$ cat src/rtl/trig_pkg.sv
package trig_pkg;
  localparam int MODE_W   = 3;
  localparam int ARM_BIT  = 0;
  localparam int PRE_BIT  = 1;
  localparam int EXT_BIT  = 2;
  localparam int MODE_LSB = 3;
  localparam int EV_EN_BIT = 0;
  localparam int EV_RD_BIT = 1;
  localparam int EV_WR_BIT = 2;
  localparam int REG_CTRL  = 0;
  localparam int REG_DEPTH = 1;
  localparam int REG_EV0   = 2;
  localparam int REGS_PER_EV = 3;

  typedef enum logic [1:0] {
    ST_IDLE  = 2'd0,
    ST_ARMED = 2'd1,
    ST_POST  = 2'd2,
    ST_TAIL  = 2'd3
  } win_state_e;

  typedef struct packed {
    logic              ext_en;
    logic [MODE_W-1:0] mode;
  } trig_ctrl_t;
endpackage

$ cat src/rtl/trig_cfg_regs.sv
module trig_cfg_regs
  import trig_pkg::*;
#(
  parameter int NUM_EVT = 2,
  parameter int ADDR_W  = 32,
  parameter int DEPTH_W = 16,
  parameter int CFG_AW  = 4
) (
  input  logic                clk,
  input  logic                rst_n,
  input  logic                cfg_we,
  input  logic [CFG_AW-1:0]   cfg_addr,
  input  logic [ADDR_W-1:0]   cfg_wdata,
  output trig_ctrl_t          ctrl,
  output logic                arm_req,
  output logic                arm_pre,
  output logic [DEPTH_W-1:0]  depth_val,
  output logic [ADDR_W-1:0]   ev_val  [NUM_EVT],
  output logic [ADDR_W-1:0]   ev_mask [NUM_EVT],
  output logic [NUM_EVT-1:0]  ev_en,
  output logic [NUM_EVT-1:0]  ev_rd,
  output logic [NUM_EVT-1:0]  ev_wr
);
  logic ctrl_sel, depth_sel;

  assign ctrl_sel  = cfg_we && (cfg_addr == CFG_AW'(REG_CTRL));
  assign depth_sel = cfg_we && (cfg_addr == CFG_AW'(REG_DEPTH));
  assign arm_req   = ctrl_sel && cfg_wdata[ARM_BIT];
  assign arm_pre   = cfg_wdata[PRE_BIT];

  always_ff @(posedge clk or negedge rst_n) begin
    if (!rst_n) begin
      ctrl      <= '0;
      depth_val <= '0;
    end else begin
      if (ctrl_sel) begin
        ctrl.ext_en <= cfg_wdata[EXT_BIT];
        ctrl.mode   <= cfg_wdata[MODE_LSB +: MODE_W];
      end
      if (depth_sel) depth_val <= cfg_wdata[DEPTH_W-1:0];
    end
  end

  for (genvar i = 0; i < NUM_EVT; i++) begin : g_ev
    localparam int VAL_A  = REG_EV0 + REGS_PER_EV * i;
    localparam int MASK_A = VAL_A + 1;
    localparam int CFG_A  = VAL_A + 2;
    logic sel_val, sel_mask, sel_cfg;
    assign sel_val  = cfg_we && (cfg_addr == CFG_AW'(VAL_A));
    assign sel_mask = cfg_we && (cfg_addr == CFG_AW'(MASK_A));
    assign sel_cfg  = cfg_we && (cfg_addr == CFG_AW'(CFG_A));

    always_ff @(posedge clk or negedge rst_n) begin
      if (!rst_n) begin
        ev_val[i]  <= '0;
        ev_mask[i] <= '0;
        ev_en[i]   <= 1'b0;
        ev_rd[i]   <= 1'b0;
        ev_wr[i]   <= 1'b0;
      end else begin
        if (sel_val)  ev_val[i]  <= cfg_wdata;
        if (sel_mask) ev_mask[i] <= cfg_wdata;
        if (sel_cfg) begin
          ev_en[i] <= cfg_wdata[EV_EN_BIT];
          ev_rd[i] <= cfg_wdata[EV_RD_BIT];
          ev_wr[i] <= cfg_wdata[EV_WR_BIT];
        end
      end
    end
  end
endmodule

$ cat src/rtl/trig_evt_match.sv
module trig_evt_match #(
  parameter int ADDR_W = 32
) (
  input  logic              bus_valid,
  input  logic [ADDR_W-1:0] bus_addr,
  input  logic              bus_write,
  input  logic [ADDR_W-1:0] ref_val,
  input  logic [ADDR_W-1:0] ref_mask,
  input  logic              ref_en,
  input  logic              ref_rd,
  input  logic              ref_wr,
  output logic              hit
);
  logic addr_ok, dir_ok;

  // mask bit 1 = don't care
  assign addr_ok = ~|((bus_addr ^ ref_val) & ~ref_mask);
  assign dir_ok  = bus_write ? ref_wr : ref_rd;
  assign hit     = bus_valid && ref_en && addr_ok && dir_ok;
endmodule

$ cat src/rtl/trig_window_fsm.sv
module trig_window_fsm
  import trig_pkg::*;
#(
  parameter int DEPTH_W = 16
) (
  input  logic               clk,
  input  logic               rst_n,
  input  logic               arm_req,
  input  logic               arm_pre,
  input  logic               trigger,
  input  logic [DEPTH_W-1:0] depth_val,
  output logic               cap_en,
  output logic [DEPTH_W-1:0] depth_left,
  output logic               cap_done
);
  win_state_e         state;
  logic               pre_q;
  logic [DEPTH_W-1:0] cnt;

  always_ff @(posedge clk or negedge rst_n) begin
    if (!rst_n) begin
      state    <= ST_IDLE;
      pre_q    <= 1'b0;
      cnt      <= '0;
      cap_done <= 1'b0;
    end else begin
      cap_done <= 1'b0;
      unique case (state)
        ST_IDLE: begin
          if (arm_req) begin
            state <= ST_ARMED;
            pre_q <= arm_pre;
          end
        end
        ST_ARMED: begin
          if (trigger) begin
            if (depth_val == '0) begin
              state    <= ST_IDLE;
              cap_done <= 1'b1;
            end else begin
              cnt   <= depth_val;
              state <= pre_q ? ST_TAIL : ST_POST;
            end
          end
        end
        ST_POST, ST_TAIL: begin
          if (cnt == DEPTH_W'(1)) begin
            state    <= ST_IDLE;
            cnt      <= '0;
            cap_done <= 1'b1;
          end else begin
            cnt <= cnt - DEPTH_W'(1);
          end
        end
        default: state <= ST_IDLE;
      endcase
    end
  end

  assign cap_en = (state == ST_POST) || (state == ST_TAIL) ||
                  ((state == ST_ARMED) && pre_q);
  assign depth_left = cnt;
endmodule

$ cat src/rtl/trace_trig_gen.sv
module trace_trig_gen
  import trig_pkg::*;
#(
  parameter int NUM_EVT = 2,
  parameter int ADDR_W  = 32,
  parameter int DEPTH_W = 16,
  parameter int CFG_AW  = 4
) (
  input  logic               clk,
  input  logic               rst_n,
  input  logic               cfg_we,
  input  logic [CFG_AW-1:0]  cfg_addr,
  input  logic [ADDR_W-1:0]  cfg_wdata,
  input  logic               bus_valid,
  input  logic [ADDR_W-1:0]  bus_addr,
  input  logic               bus_write,
  input  logic               ext_event,
  output logic               cap_en,
  output logic [MODE_W-1:0]  cap_mode,
  output logic [DEPTH_W-1:0] depth_left,
  output logic               cap_done
);
  trig_ctrl_t         ctrl;
  logic               arm_req, arm_pre, trigger;
  logic [DEPTH_W-1:0] depth_val;
  logic [ADDR_W-1:0]  ev_val  [NUM_EVT];
  logic [ADDR_W-1:0]  ev_mask [NUM_EVT];
  logic [NUM_EVT-1:0] ev_en, ev_rd, ev_wr, ev_hit;

  trig_cfg_regs #(
    .NUM_EVT(NUM_EVT), .ADDR_W(ADDR_W), .DEPTH_W(DEPTH_W), .CFG_AW(CFG_AW)
  ) u_regs (
    .clk(clk), .rst_n(rst_n), .cfg_we(cfg_we), .cfg_addr(cfg_addr),
    .cfg_wdata(cfg_wdata), .ctrl(ctrl), .arm_req(arm_req), .arm_pre(arm_pre),
    .depth_val(depth_val), .ev_val(ev_val), .ev_mask(ev_mask),
    .ev_en(ev_en), .ev_rd(ev_rd), .ev_wr(ev_wr)
  );

  for (genvar i = 0; i < NUM_EVT; i++) begin : g_match
    trig_evt_match #(.ADDR_W(ADDR_W)) u_match (
      .bus_valid(bus_valid), .bus_addr(bus_addr), .bus_write(bus_write),
      .ref_val(ev_val[i]), .ref_mask(ev_mask[i]), .ref_en(ev_en[i]),
      .ref_rd(ev_rd[i]), .ref_wr(ev_wr[i]), .hit(ev_hit[i])
    );
  end

  assign trigger  = (|ev_hit) || (ctrl.ext_en && ext_event);
  assign cap_mode = ctrl.mode;

  trig_window_fsm #(.DEPTH_W(DEPTH_W)) u_win (
    .clk(clk), .rst_n(rst_n), .arm_req(arm_req), .arm_pre(arm_pre),
    .trigger(trigger), .depth_val(depth_val), .cap_en(cap_en),
    .depth_left(depth_left), .cap_done(cap_done)
  );
endmodule

$ cat config.mk
export PLATFORM = sky130hd
export DESIGN_NAME = trace_trig_gen
export DESIGN_NICKNAME = d
export VERILOG_FILES = /design/src/rtl/trig_pkg.sv /design/src/rtl/trig_cfg_regs.sv /design/src/rtl/trig_evt_match.sv /design/src/rtl/trig_window_fsm.sv /design/src/rtl/trace_trig_gen.sv
export SDC_FILE = /design/constraint.sdc
export NUM_CORES = 1
export LEC_CHECK = 0
export BUFFER_PORTS_ARGS = -buffer_cell sky130_fd_sc_hd__buf_2
export CAP_MARGIN = 20
export CORE_MARGIN = 2
export CORE_UTILIZATION = 54
export CTS_CLUSTER_DIAMETER = 40
export CTS_CLUSTER_SIZE = 14
export DETAILED_ROUTE_END_ITERATION = 8
export PLACE_DENSITY_LB_ADDON = 0.3
export SYNTH_ARGS = -nofsm -noshare
export SYNTH_HDL_FRONTEND = slang
export SYNTH_SLANG_ARGS = --single-unit
$ cat constraint.sdc
create_clock -name clk -period 2.26 [get_ports clk]
set_input_delay 0.226 -clock clk [delete_from_list [all_inputs] [get_ports clk]]
set_output_delay 0.226 -clock clk [all_outputs]
set_load 0.05 [all_outputs]
# Word level (Yosys, flattened, before mapping)
# Index checks and enable logic that the tools add are counted.
# totals
reg_bits	174
inputBits	74
output_inout_bits	21
wordCells	88
# classes
add_sub_neg	1
n_eq_ne	15
n_mux	16
n_bitwise	6
n_reduce_logical	33
# op_table
cell	count
bitwise AND 32 bit	2
inverter 32 bit	2
OR reduction 32 bit	2
XOR 32 bit	2
two-way mux 16 bit	3
case mux 16 bit (2 select lines)	1
logical AND 1 bit	17
== test 16 x 1 -> 1 bit, second input constant	1
== test 4 x 3 -> 1 bit, second input constant	4
logical NOT 16 bit	1
subtractor 16 x 1 -> 16 bit, second input constant	1
== test 4 x 2 -> 1 bit, second input constant	2
two-way mux 2 bit	4
two-way mux 1 bit	6
inequality test 2 bit, second input constant	3
case mux 2 bit (3 select lines)	1
AND reduction 3 bit	2
== test 2 bit, second input constant	2
== test 4 x 1 -> 1 bit, second input constant	1
logical NOT 4 bit	1
OR reduction 2 bit	2
logical OR 1 bit	3
== test 2 x 1 -> 1 bit, second input constant	1
logical NOT 1 bit	2
5 further kinds	5

# Depth between registers and ports, before layout
# logic_depth
word_depth	10
ltp_mapped	9
mapped_depth_nobuf	9

# Hierarchy
# A second synthesis with hierarchy kept.
# unflattened
cells_unflattened	604
hier_area_um2	8076.5
# by_module_without_submodules
module	n_inst	cells_each	area_each_um2	seq_area_each_um2
trig_cfg_regs	1	338	5859.4	3853.7
trig_window_fsm	1	145	1295.0	500.5
trig_evt_match	2	60	456.7	0.0
trace_trig_gen	1	1	8.8	0.0

# Worst setup path before layout
# Ideal clock, no wire load.
# synth_timing
path_type	reg-to-reg
from	register u_win.cnt[2] (netlist: u_win.depth_left[2])
to	register u_win.cnt[13] (netlist: u_win.depth_left[13])
setup_ns	0.132
arrival_time_ns	2.086
required_ns	2.128
setup_slack_ns	0.042
stages_incl_launch_ff	8
path_buffers	0
path_cell_list	dfrtp_1 or4_4 nor4b_4 nand2_4 nand2_4 nor3_2 a31oi_2 o221ai_2
# synth_between
elab_chain_len	3
word_cells_on_any_way	4
cone_classes	1 x add/sub; 1 x eq/ne; 2 x mux
# synth_rtl
item	line_no	text
start: declaration	trig_window_fsm.sv:18	logic [DEPTH_W-1:0] cnt;
start signal: assignment	trig_window_fsm.sv:41	cnt <= depth_val;
start signal: assignment	trig_window_fsm.sv:52	cnt <= cnt - DEPTH_W'(1);
subtractor 16 x 1 -> 16 bit or == test 16 x 1 -> 1 bit (tied branches)	trig_window_fsm.sv:52, trig_window_fsm.sv:47	
two-way mux 16 bit (*)	trig_window_fsm.sv:47	if (cnt == DEPTH_W'(1)) begin
case mux 16 bit (2 select lines) (*)	trig_window_fsm.sv:28	unique case (state)
# Every way passes the cells marked *; elsewhere a longest branch is shown, timed or not.
# A chain may end at the register's enable or synchronous reset.

# Worst setup path after layout
# layout_timing
from	register u_win.cnt[3] (netlist: u_win.depth_left[3])
to	register u_win.cnt[14] (netlist: u_win.depth_left[14])
# The elaborated chain is that of the path after synthesis.

==> tab_implementation.tex <==
\begin{tabular}{lr}
\hline
Metric & Value \\
\hline
\multicolumn{2}{l}{\textbf{GRT}} \\
\quad Largest net degree at the start of global routing & 60 \\
\quad Vias in the first global route & 5570 \\
\quad Aggregate global-route resource usage & 0.241 \\
\quad Wire length of the first global-routing pass & around 30 mm \\
\quad Overflow left after global routing & 0 \\
\quad Initial antenna violation count & 1 \\
\multicolumn{2}{l}{\textbf{Power and ir drop}} \\
\quad Worst vdd ir & 0.680 mV \\
\quad Switching share of power & 0.256 \\
\quad Net switching power figure & between 2 and 2.5 mW \\
\quad Post-route total power & 8.60 mW \\
\quad Reported leakage power & $\sim$4.2 nW \\
\quad Internal Dissipation & 6.40 mW \\
\quad Clock share of power & 0.334 \\
\quad Pwr dens & about 900 nW/um\^{}2 \\
\quad Power share of the combinational group & 0.181 \\
\quad Sequential share of power & 0.485 \\
\multicolumn{2}{l}{\textbf{Routing}} \\
\quad Average routed wire per standard cell & around 20 um \\
\quad Remaining design rule violation count & 0 \\
\quad Met3 wirelength from detailed routing & approximately 700 um \\
\quad Detail Route Antenna Nets & 0 \\
\quad Top layer reached by signal wires & met4 \\
\quad Number of vias in the routed layout & between 5000 and 6000 \\
\quad Met1 wire length & 7.66 mm \\
\quad 1st-iter DRT viols & 280 \\
\quad Met2 wire len & 9.55 mm \\
\quad Total wire length & 18.2 mm \\
\quad DR vias/cell & roughly 6 \\
\quad Detailed Routing Iterations Pass 1 & 5 \\
\multicolumn{2}{l}{\textbf{Die}} \\
\quad Total Die Area & 16000 um\^{}2 \\
\quad Number of top-level design ports & 95 \\
\quad Width of the die & between 100 and 150 um \\
\quad Vert. Die Dim & 126 um \\
\quad Initial Util & 0.554 \\
\quad Number of cell rows & 44 \\
\quad Floorplan Core Area & roughly 15000 um\^{}2 \\
\multicolumn{2}{l}{\textbf{Min path}} \\
\quad Min-Delay Path Class & in -> reg \\
\quad Number of stages on the worst hold path & 2 \\
\multicolumn{2}{l}{\textbf{CTS}} \\
\quad Total number of H-tree levels & 4 \\
\quad Clock network latency to the later pin of the worst-skew pair & 0.42 ns \\
\quad Max clock buf depth & 2 \\
\quad Number of buffers created by CTS & 17 \\
\quad Clock tree root driver cell & clkbuf\_16 \\
\quad Clock tree from TritonCTS & yes \\
\quad Clock-pin slew of the registers on the worst-case setup and hold paths & $\sim$0.060 ns \\
\quad Number of sinks handled by clock tree synthesis & between 150 and 200 \\
\multicolumn{2}{l}{\textbf{Setup path}} \\
\quad CP startpoint kind & flop \\
\quad Arrival time worst endpoint & roughly 2.4 ns \\
\quad Critical-path maximum fanout & 5 \\
\quad Required time worst endpoint & between 2 and 3 ns \\
\quad Capturing element type of the critical path & flop \\
\quad Worst reg2reg path depth & 6 \\
\quad Path type of the worst setup path & reg -> reg \\
\multicolumn{2}{l}{\textbf{Yosys}} \\
\quad Adder-Cell Fraction of Synth Area & 0.00309 \\
\quad Xor and xnor fraction of the mapped netlist area & 0.0747 \\
\quad Fraction of the mapped netlist area in compound gates & 0.0674 \\
\quad Biggest area contributors in the synthesized netlist & dfrtp\_1, mux2\_2, xnor2\_1 \\
\quad Largest family of logic cells by synthesized area & multiplexers \\
\quad Cell type with the largest total area after synthesis & dfrtp\_1 \\
\quad Synthesized net count & $\sim$700 \\
\quad Simple-gate area share of the yosys netlist & 0.0724 \\
\quad Async set-or-reset flop fraction in the synthesized netlist & 1.00 \\
\quad Mean cell area of the mapped netlist & 13.2 um\^{}2 \\
\quad Flip-flop cell with the highest count after synthesis & dfrtp\_1 \\
\quad Count of warnings emitted by yosys & 0 \\
\quad Number of synthesized flops with an enable pin & 0 \\
\quad Cell area after synthesis & 8090 um\^{}2 \\
\quad Share of Yosys cell area claimed by the top area cell type & 0.538 \\
\quad Multiplexer share of the synthesized area & 0.219 \\
\quad Synthesized instance count & slightly above 600 \\
\quad Number of distinct library cell variants in the gate-level netlist after synthesis & 53 \\
\quad Seq/Total Area, Yosys & 0.538 \\
\quad Synthesized flop and latch total & between 150 and 200 \\
\multicolumn{2}{l}{\textbf{Finish}} \\
\quad Count of fill cells added during filler insertion & 1057 \\
\quad Area of the multi-input gates & 3600 um\^{}2 \\
\quad Number of diodes & 0 \\
\quad Share of layout cells above drive strength 1 & 0.445 \\
\quad Storage element area & $\sim$4400 um\^{}2 \\
\quad Area growth, synth to finish & 18.5\% \\
\quad Total number of nets in the final design & 801 \\
\multicolumn{2}{l}{\textbf{Placed design}} \\
\quad Port Buffers & 94 \\
\quad Global placement routability congestion & approximately 0.83 \\
\quad Post-DP HPWL & $\sim$13 mm \\
\multicolumn{2}{l}{\textbf{Job}} \\
\quad Number of maximum-capacitance constraint violations & 0 \\
\multicolumn{2}{l}{\textbf{Timing}} \\
\quad Final-report max-slew violation count & 0 \\
\quad Post-layout min period & about 2.1 ns \\
\quad Headroom to the max-slew limit & 0.611 \\
\quad Tightest Pin Transition & between 0.5 and 0.6 ns \\
\quad Setup TNS & 0 ns \\
\quad Maximum achievable frequency & 0.469 GHz \\
\quad Clock skew & around 0.0047 ns \\
\quad Hold violation count in the final report & 0 \\
\quad Setup violations, final & 0 \\
\quad Share of the clock period used by the worst path after layout & 0.944 \\
\multicolumn{2}{l}{\textbf{Outcome}} \\
\quad Result of the run & finished clean \\
\hline
\end{tabular}
[through the flow]
step           area (um^2)  setup slack (ns)  utilization  instances  hold slack, ns
2_1_floorplan         8090            0.0422            -        613         -0.0696
3_3_place_gp          8900            -0.102        0.610        886           0.240
3_5_place_dp          8900            -0.124        0.610        886           0.245
4_1_cts               9500            0.0306        0.651        916          0.0641
5_1_grt               9580           -0.0164        0.657        919          0.0693
6_report              9580             0.127        0.657        919          0.0766
[cell usage in the layout (no fill, tap or decap), types with 4 or more instances in the layout]
| cell type | instances |
|---|---|
| nand4_1 | 8 |
| o22ai_1 | 31 |
| nor4_1 | 9 |
| o21ai_0 | 4 |
| buf_4 | 16 |
| a21oi_1 | 4 |
| xnor2_1 | 68 |
| inv_1 | 22 |
| buf_2 | 93 |
| buf_12 | 6 |
| nor2_1 | 15 |
| nand3_1 | 11 |
| o211ai_1 | 9 |
| clkbuf_8 | 5 |
| clkbuf_16 | 17 |
| mux2_2 | 155 |
| dfrtp_1 | 173 |
| o221ai_1 | 8 |
| nand2_1 | 13 |
[Yosys cell counts, drive strengths merged (7+ instances only)]
| master | number |
|---|---|
| xnor2 | 68 |
| clkbuf | 11 |
| o21ai | 7 |
| nand3 | 13 |
| dfrtp | 174 |
| nor4 | 15 |
| buf | 13 |
| nand2 | 15 |
| nor2 | 15 |
| o211ai | 9 |
| o22ai | 31 |
| inv | 22 |
| mux2 | 157 |
| o221ai | 9 |
| nand4 | 8 |
[cell type report]
type,instances,area share
clock inverters,6,0.00875
clock buffers,23,0.0520
repair buffers,117,0.0759
inverters,23,0.00901
multi-input cells,392,0.376
well taps,184,0.0240
flip-flops and latches,174,0.455
[power groups by stage]
stage | clock network, mW | registers, mW | logic [mW]
after floorplan | 0 | 4.10 | 1.12
after global placement | 0 | 4.17 | 1.48
after detailed placement | 0 | 4.22 | 1.53
after CTS | 2.91 | 4.17 | 1.56
after global routing | 3.04 | 4.25 | 1.70
final | 2.88 | 4.17 | 1.56
[critical path, stage by stage, from the launching register on]
cell	delay, ns
dfrtp_1	0.41
or4_4	0.58
nand3b_4	0.21
nor4_4	0.31
a21oi_1	0.12
o21ai_0	0.22
o221ai_1	0.14
[worst paths after layout]
check                                         start              endpoint  slack, ns
worst max-delay path            u_win.depth_left[3]  u_win.depth_left[14]       0.13
worst min-delay path                  cfg_wdata[26]     u_regs.ev_val[26]       0.08
worst max register to register  u_win.depth_left[3]  u_win.depth_left[14]       0.13
worst min register to register   u_regs.ev_mask[39]    u_regs.ev_mask[39]       0.49
max in group asynchronous                     rst_n    u_regs.ev_mask[56]       1.18
min in group asynchronous                     rst_n       u_regs.ev_rd[1]       0.35
[state kept, by name, summed over array words and instances (netlist names)]
register	cells
u_regs.ev_mask	64
u_win.cap_done	1
u_regs.ctrl	4
u_regs.ev_val	64
u_win.pre_q	1
u_regs.depth_val	16
u_regs.ev_en	2
u_regs.ev_rd	2
u_win.depth_left	16
u_regs.ev_wr	2
u_win.state	2
[timing repair]
item / in CTS / in global routing
hold buffers: 1 / 0
endpoints found under the setup margin: 17 / 16
endpoints found under the hold margin: 56 / 0
buffers inserted: 0 / 3
pin swaps: 0 / 5
gates resized for setup: 1 / 10
gates cloned: 0 / 0
[per-layer routing]
metal | track usage | vias up
li1 | - | 2460
met1 | 0.305 | 2766
met2 | 0.426 | 130
met3 | 0.0418 | 23
met4 | 0.0737 | 0
met5 | 0 | -
[kinds of logic (layout without fill, tap and decap cells)]
logic type / count (synthesis) / after routing
xor+xnor: 69 / 69
compound gates: 73 / 73
fa+ha+maj: 2 / 2
simple gates: 91 / 91
buf+inv: 47 / 169
mux: 157 / 157
flops: 174 / 174
Power figures use the tool's default switching activity.
